$ cat src/rtl/qrd_pkg.sv
// Package: shared opcode encoding and decoder control bundle for the
// four-register datapath. Assumes a 3-bit opcode space fully populated.
package qrd_pkg;

    typedef enum logic [2:0] {
        OP_NOOP  = 3'b000,
        OP_SET   = 3'b001,
        OP_INCR  = 3'b010,
        OP_DECR  = 3'b011,
        OP_LOAD  = 3'b100,
        OP_STORE = 3'b101,
        OP_ADD   = 3'b110,
        OP_COPY  = 3'b111
    } op_e;

endpackage

$ cat src/rtl/qrd_decoder.sv
// Module: qrd_decoder
// Purely combinational control decoder. Maps one instruction word onto
// register-file port controls, the ALU operation and the write-source
// select. Assumes the ALU operation encoding equals the opcode encoding.
module qrd_decoder
    import qrd_pkg::*;
#(
    parameter int ADDR_W = 2
) (
    input  logic [2:0]        opcode,
    input  logic [ADDR_W-1:0] opnd_a,
    input  logic [ADDR_W-1:0] opnd_b,
    output logic [ADDR_W-1:0] rd1_addr,
    output logic [ADDR_W-1:0] rd2_addr,
    output logic [ADDR_W-1:0] wr_addr,
    output logic              wr_en,
    output logic              sel_mem,
    output op_e               alu_op
);

    // Decode the opcode into port controls.
    always_comb begin
        alu_op   = op_e'(opcode);
        rd2_addr = opnd_b;
        wr_addr  = opnd_a;
        rd1_addr = (opcode == OP_COPY) ? opnd_b : opnd_a;
        wr_en    = !((opcode == OP_NOOP) || (opcode == OP_STORE));
        sel_mem  = (opcode == OP_LOAD);
    end

endmodule

$ cat src/rtl/qrd_regfile.sv
// Module: qrd_regfile
// General register file with one synchronous write port and two
// combinational read ports. Reads see state after the last edge only
// (no write-through). Synchronous active-low reset clears every entry.
module qrd_regfile #(
    parameter int DATA_W = 4,
    parameter int REG_N  = 4,
    localparam int ADDR_W = $clog2(REG_N)
) (
    input  logic                         clk,
    input  logic                         rst_n,
    input  logic                         wr_en,
    input  logic [ADDR_W-1:0]            wr_addr,
    input  logic [DATA_W-1:0]            wr_data,
    input  logic [ADDR_W-1:0]            rd1_addr,
    input  logic [ADDR_W-1:0]            rd2_addr,
    output logic [DATA_W-1:0]            rd1_data,
    output logic [DATA_W-1:0]            rd2_data,
    output logic [REG_N-1:0][DATA_W-1:0] regs
);

    for (genvar g = 0; g < REG_N; g++) begin : g_reg
        // Hold one register; load it when addressed by an enabled write.
        always_ff @(posedge clk) begin
            if (!rst_n) begin
                regs[g] <= '0;
            end else if (wr_en && (wr_addr == ADDR_W'(g))) begin
                regs[g] <= wr_data;
            end
        end
    end

    // Combinational read ports.
    always_comb begin
        rd1_data = regs[rd1_addr];
        rd2_data = regs[rd2_addr];
    end

endmodule

$ cat src/rtl/qrd_alu.sv
// Module: qrd_alu
// Combinational ALU. One shared adder with a selectable second operand
// and carry-in serves incr (A+0+1), decr (A+all-ones) and add (A+B).
// Arithmetic wraps modulo 2**DATA_W. Pass-through ops return operand A.
module qrd_alu
    import qrd_pkg::*;
#(
    parameter int DATA_W = 4
) (
    input  op_e               alu_op,
    input  logic [DATA_W-1:0] opa,
    input  logic [DATA_W-1:0] opb,
    output logic [DATA_W-1:0] result,
    output logic              is_zero
);

    logic [DATA_W-1:0] add_b;
    logic              add_cin;
    logic [DATA_W-1:0] sum;

    // Choose adder second operand and carry-in per operation.
    always_comb begin
        add_b   = '0;
        add_cin = 1'b0;
        case (alu_op)
            OP_INCR: add_cin = 1'b1;
            OP_DECR: add_b   = '1;
            OP_ADD:  add_b   = opb;
            default: add_b   = '0;
        endcase
    end

    // Shared modular adder.
    always_comb sum = opa + add_b + DATA_W'(add_cin);

    // Select the final ALU output and detect zero.
    always_comb begin
        case (alu_op)
            OP_SET:                   result = DATA_W'(1);
            OP_INCR, OP_DECR, OP_ADD: result = sum;
            default:                  result = opa;
        endcase
        is_zero = (result == '0);
    end

endmodule

$ cat src/rtl/quad_reg_datapath.sv
// Module: quad_reg_datapath (top)
// Single-cycle datapath: decoder, register file, ALU, write-source mux and
// a store-output register. One instruction per clock; no sequencing.
// Assumes inputs are stable before each rising edge.
module quad_reg_datapath
    import qrd_pkg::*;
#(
    parameter int DATA_W = 4,
    parameter int REG_N  = 4,
    localparam int ADDR_W = $clog2(REG_N)
) (
    input  logic              clk,
    input  logic              rst_n,
    input  logic [2:0]        opcode,
    input  logic [ADDR_W-1:0] opnd_a,
    input  logic [ADDR_W-1:0] opnd_b,
    input  logic [DATA_W-1:0] mem_in,
    output logic [DATA_W-1:0] mem_out,
    output logic              zero_flag
);

    logic [ADDR_W-1:0]            rd1_addr;
    logic [ADDR_W-1:0]            rd2_addr;
    logic [ADDR_W-1:0]            wr_addr;
    logic                         wr_en;
    logic                         sel_mem;
    op_e                          alu_op;
    logic [DATA_W-1:0]            rd1_data;
    logic [DATA_W-1:0]            rd2_data;
    logic [DATA_W-1:0]            alu_res;
    logic [DATA_W-1:0]            wr_data;
    logic [REG_N-1:0][DATA_W-1:0] reg_q;

    qrd_decoder #(.ADDR_W(ADDR_W)) u_dec (
        .opcode   (opcode),
        .opnd_a   (opnd_a),
        .opnd_b   (opnd_b),
        .rd1_addr (rd1_addr),
        .rd2_addr (rd2_addr),
        .wr_addr  (wr_addr),
        .wr_en    (wr_en),
        .sel_mem  (sel_mem),
        .alu_op   (alu_op)
    );

    qrd_regfile #(.DATA_W(DATA_W), .REG_N(REG_N)) u_rf (
        .clk      (clk),
        .rst_n    (rst_n),
        .wr_en    (wr_en),
        .wr_addr  (wr_addr),
        .wr_data  (wr_data),
        .rd1_addr (rd1_addr),
        .rd2_addr (rd2_addr),
        .rd1_data (rd1_data),
        .rd2_data (rd2_data),
        .regs     (reg_q)
    );

    qrd_alu #(.DATA_W(DATA_W)) u_alu (
        .alu_op  (alu_op),
        .opa     (rd1_data),
        .opb     (rd2_data),
        .result  (alu_res),
        .is_zero (zero_flag)
    );

    // Pick the register write source: memory input or ALU result.
    always_comb wr_data = sel_mem ? mem_in : alu_res;

    // Capture the store value; hold otherwise.
    always_ff @(posedge clk) begin
        if (!rst_n) begin
            mem_out <= '0;
        end else if (opcode == OP_STORE) begin
            mem_out <= rd1_data;
        end
    end

endmodule

$ cat config.mk
export PLATFORM = sky130hd
export DESIGN_NAME = quad_reg_datapath
export DESIGN_NICKNAME = d
export VERILOG_FILES = /design/src/rtl/qrd_pkg.sv /design/src/rtl/qrd_decoder.sv /design/src/rtl/qrd_regfile.sv /design/src/rtl/qrd_alu.sv /design/src/rtl/quad_reg_datapath.sv
export SDC_FILE = /design/constraint.sdc
export NUM_CORES = 1
export LEC_CHECK = 0
export BUFFER_PORTS_ARGS = -buffer_cell sky130_fd_sc_hd__buf_2
export CAP_MARGIN = 20
export CORE_MARGIN = 8
export CORE_UTILIZATION = 60
export CTS_BUF_LIST = sky130_fd_sc_hd__clkbuf_2
export DETAILED_ROUTE_END_ITERATION = 12
export HOLD_SLACK_MARGIN = 0.05
export PLACE_DENSITY = 0.83
export SKIP_LAST_GASP = 1
export SYNTH_ARGS = -nofsm -noshare
export SYNTH_HDL_FRONTEND = slang
export SYNTH_SLANG_ARGS = --single-unit
export TNS_END_PERCENT = 100
$ cat constraint.sdc
create_clock -name clk -period 3.85 [get_ports clk]
set_input_delay 0.5775 -clock clk [delete_from_list [all_inputs] [get_ports clk]]
set_output_delay 0.5775 -clock clk [all_outputs]
set_load 0.01 [all_outputs]
; Word-level counts from Yosys, hierarchy flattened
; Cells that the tools add are included.
[classes]
addsub = 2
order_cmp = 2
eq_ne = 10
muxes = 9
reduce_logical = 10
[ops]
columns = op, count
row1 = 4-bit binary-select mux with 2-bit select, 2
row2 = 4-bit one-hot mux with 2 select lines, 2
row3 = "3-bit == test, second input constant", 4
row4 = 4-bit 2-to-1 mux, 3
row5 = "3-bit by 2-bit == test with 1-bit output, second input constant", 2
row6 = "2-bit by 3-bit < comparator with 1-bit output, second input constant", 2
row7 = 4-bit by 1-bit adder with 4-bit output, 1
row8 = 4-bit adder, 1
row9 = "2-bit == test, second input constant", 2
row10 = 1-bit logical AND, 4
row11 = 4-bit zero test, 1
row12 = "3-bit by 1-bit == test with 1-bit output, second input constant", 1
row13 = 3-bit zero test, 1
row14 = 3-bit OR reduction, 1
row15 = "2-bit by 1-bit == test with 1-bit output, second input constant", 1
row16 = 2-bit zero test, 1
row17 = 2-bit 2-to-1 mux, 1
row18 = 1-bit zero test, 1
row19 = 1-bit logical OR, 1
row20 = 1-bit 2-to-1 mux, 1
[totals]
reg_bits = 20
inputBits = 13
out_inout_bits = 5

; Depth between registers and ports, before layout
[logic_depth]
depth_word = 8
ltp_mapped = 13
depth_no_buf = 12

; Cells and area by module
; Synthesis repeated with hierarchy kept, for this count alone.
[hier_totals]
hier_cells = 151
area_unflattened_um2 = 1487.7
[by_module_without_submodules]
columns = module, n_inst, cells_per_inst, area_per_inst_um2, seq_area_each_um2
row1 = qrd_regfile, 1, 66, 820.8, 320.3
row2 = qrd_alu, 1, 49, 340.3, 0.0
row3 = quad_reg_datapath, 1, 23, 219.0, 80.1
row4 = qrd_decoder, 1, 13, 107.6, 0.0

; Least setup slack after synthesis
; Ideal clock, no wire load.
[synth_path]
kind = in2out
from = in opcode[1]
to = out zero_flag
arrival_time_ps = 3096
required_ps = 3273
path_slack_ps = 177
stages = 13
n_path_buf = 1
cell_sequence = buf_4 > nand3_2 > a21boi_4 > mux4_2 > a21boi_2 > inv_1 > ha_1 > nor2_1 > a21oi_1 > and2_0 > o21ai_0 > o2111ai_1 > nor4_2
[synth_via]
elab_chain_len = 8
[synth_rtl]
columns = item, line_no
row1 = start: declaration, quad_reg_datapath.sv:14  ; input logic [2:0] opcode,
row2 = 3-bit == test *, qrd_decoder.sv:26  ; rd1_addr = (opcode == OP_COPY) ? opnd_b : opnd_a;
row3 = 2-bit 2-to-1 mux *, qrd_decoder.sv:26
row4 = 4-bit binary-select mux with 2-bit select *, qrd_regfile.sv:35  ; rd1_data = regs[rd1_addr];
row5 = 4-bit 2-to-1 mux (implied by the code) *, qrd_regfile.sv:35
row6 = named net rd1_data[2], quad_reg_datapath.sv:28  ; logic [DATA_W-1:0] rd1_data;
row7 = 4-bit adder, qrd_alu.sv:34  ; always_comb sum = opa + add_b + DATA_W'(add_cin);
row8 = 4-bit by 1-bit adder with 4-bit output, qrd_alu.sv:34
row9 = 4-bit one-hot mux with 2 select lines *, qrd_alu.sv:38  ; case (alu_op)
row10 = 4-bit zero test *, qrd_alu.sv:43  ; is_zero = (result == '0);
row11 = end: declaration, quad_reg_datapath.sv:19  ; output logic zero_flag
; The timed path passes the listed nets; every way through them passes the cells marked *. The select of a mux whose other input is x is not followed.

; Worst setup path in the final report
; Same ends and word-level chain as after synthesis.

==> impl_metrics.yaml <==
clocking:
  htree_levels: 1
  cts_hold_buf: 0
  clk_latency_ns: 0.31
  cts_max_path_buffers: 2
  cts_buffers: 3
  path_clk_slew_ns: 0.19
  cts_tree: "yes"
  cts_sinks: 20
  cts_root_buf: "clkbuf_2"
global_route:
  grt_usage: 0.171
  grt-ovfl-total: 0
  grt_max_degree: 25
  grt_pass1_vias: 1554
  grt_pass1_wl_mm: 7.11
  antenna_found_initial: 0
logic_synthesis:
  yosysTopAreaCell: "dfxtp_1"
  synth_edf_count: 0
  yosysUniqueCellTypes: 55
  postSynthAreaPerCell_sq_um: 8.52
  ys_seq_elements: 20
  async_flop_share: 0
  syn_nets: 218
  ys_top_cells_by_area: "dfxtp_1 23%, mux4_1 9.2%, nand3_1 5.0%"
  synthesis.area_sq_um: 1710
  yosys.area.top_type_share: 0.234
  synthFlopType: "dfxtp_1"
  ys_warn_count: 0
  syn-instance-count: 201
  yosysSeqAreaShare: 0.234
hold_path:
  hp-start: "mem_out[1]$_SDFFE_PN0N_"
  hp-class: "reg2reg"
route:
  vias: 1694
  via_per_inst: 6.75
  drc: 0
  wl_per_cell_um: 18.1
  drtPass1Iterations: 4
  drt_iter0_markers: 173
  wirelength_mm: 4.55
  antenna_left: 0
critical_path:
  cpPeakStageDelay_ns: 0.52
  crit_chain: "buf_2 > nand4_1 > a21boi_4 > mux4_2 > a21boi_2 > inv_1 > ha_4 > nor2_4 > a21oi_2 > and2_0 > o21ai_1 > o2111ai_1 > nor4_2 > buf_2"
  start_kind: "input pin"
  critPathArrivalTime_ns: 3.11
  r2r-start: "u_rf.regs[13]$_SDFFE_PN0P_"
  slowest_stage: "mux4_2"
  endpoint_kind: "primary output"
  crit_fanout: 5
  crit_top_cell: "buf_2"
  required_ns: 3.27
  worstSetupPathType: "in2out"
  critPathLaunch: "opcode[1]"
floorplan:
  start_util: 0.626
  die_area_sq_um: 4820
  core_sq_um: 2730
  core.rowCount: 19
  dieWidth_um: 69.4
  ios: 18
  die_height_um: 69.4
sta:
  max_slew_margin: 0.621
  setup_viol: 0
  fin_skew_ns: 0.00695
  setup_tns_ns: 0
  max_freq_mhz: 271
  tightest_slew_ns: 0.560
  min_period_over_period: 0.958
  drv_slew: 0
  final_hold_viol_count: 0
  finalCriticalPeriod_ns: 3.69
layout:
  final_nets: 238
  final_common_cell: "dfxtp_1"
  drive_gt1_frac: 0.250
  diodes: 0
  final_cell_mix: "20 x dfxtp_1, 17 x nor2_1, 17 x nand3_1, 17 x buf_2, 15 x nand2_1"
  nFillCells: 219
  areaGrowthSynthToFinish_pct: 10.3
  utilization: 0.691
run:
  cap_viol_max_count: 0
placement:
  io_buffer_count: 17
  hpwl_mm: 3.36
  place_congestion: 0.898
power:
  p_per_area_nw_per_um2: 258
  p_leak_nw: 0.759
  ir_drop_v: 0.000248
outcome:
  status: "completed"
critical path: cells and delay by family:
family | cells | cell delay [ns]
AO/OA/AOI/OAI | 5 | 0.73
AND/OR/NAND/NOR | 4 | 0.64
multiplexers | 1 | 0.52
buffers and inverters | 3 | 0.37
adder cells (fa/ha/maj) | 1 | 0.26
through the flow:
step                hold slack, ns  worst slack, ns  cells  instance area [sq um]  total power, mW
floorplan                    0.452            0.177    201                   1710            0.344
global placement             0.459            0.119    245                   1810            0.377
detailed placement           0.467          -0.0612    245                   1810            0.385
CTS                          0.489          0.00501    250                   1840            0.474
global route                 0.514         -0.00628    251                   1890            0.515
finish                       0.488            0.162    251                   1890            0.486
cell families (layout without fill, tap and decap cells):
kind of cell | count (synthesis) | in the layout | share of synthesized area
and+or+nand+nor | 74 | 74 | 0.216
AOI/OAI and AO/OA | 62 | 62 | 0.254
buffers and inverters | 22 | 41 | 0.0760
DFF | 20 | 20 | 0.234
muxes | 17 | 17 | 0.172
adders and majority gates | 4 | 4 | 0.0380
xor gates and xnor gates | 2 | 2 | 0.0102
layer usage:
| metal | up-vias | global-route usage | wire [um] |
|---|---|---|---|
| met4 | 0 | 0.0797 | 106 |
| met1 | 793 | 0.209 | 1820 |
| li1 | 797 | - | - |
| met3 | 12 | 0.0358 | 373 |
| met2 | 92 | 0.280 | 2240 |
| met5 | - | 0 | 0 |
worst paths after layout:
| kind | endpoint | depth (start not counted) | slack [ns] |
|---|---|---|---|
| worst min-delay path | mem_out[1]$_SDFFE_PN0N_ | 2 | 0.49 |
| worst max-delay path | zero_flag | 14 | 0.16 |
| worst max register to register | u_rf.regs[7]$_SDFFE_PN0P_ | 11 | 0.99 |
| worst min register to register | mem_out[1]$_SDFFE_PN0N_ | 2 | 0.49 |
cell type report:
| type | instances | area [sq um] | share of cell area |
|---|---|---|---|
| clock buffers | 3 | 15.0 | 0.00795 |
| clock inverters | 1 | 3.75 | 0.00199 |
| inverters | 8 | 30.0 | 0.0159 |
| multi-input cells | 159 | 1220 | 0.649 |
| flip-flops and latches | 20 | 400 | 0.212 |
| well taps | 31 | 38.8 | 0.0205 |
| repair buffers | 29 | 175 | 0.0928 |
synthesized netlist by cell type (2+ instances only):
library cell / number
nand3_1: 17
buf_6: 4
dfxtp_1: 20
or3_1: 4
nor2b_1: 4
o21ai_1: 13
a21oi_1: 9
nor2_1: 19
ha_1: 2
clkbuf_1: 5
inv_1: 7
o21ai_0: 8
o2111ai_1: 3
or2_2: 2
fa_1: 2
nand2_1: 15
buf_2: 3
mux4_2: 2
a211oi_1: 6
o211ai_1: 4
mux4_1: 6
a22oi_1: 2
and2_1: 3
nand2b_1: 2
mux2i_1: 8
a211o_1: 2
registers in the layout, indices dropped and copies added (netlist names):
signal / cells
u_rf.regs: 16
mem_out: 4
power breakdown:
group	switching, mW	internal, mW	total, mW
Clock	0.0654	0.0226	0.0880
Sequential	0.00944	0.218	0.228
Combinational	0.0966	0.0740	0.171
timing repair:
| action | CTS | global route |
|---|---|---|
| resized for setup | 2 | 11 |
| endpoints found under the setup margin | 1 | 1 |
| pin swaps | 1 | 4 |
| buffers inserted | 1 | 1 |
| endpoints found under the hold margin | 0 | 0 |
Note: power is estimated with default switching activity, not from simulation.
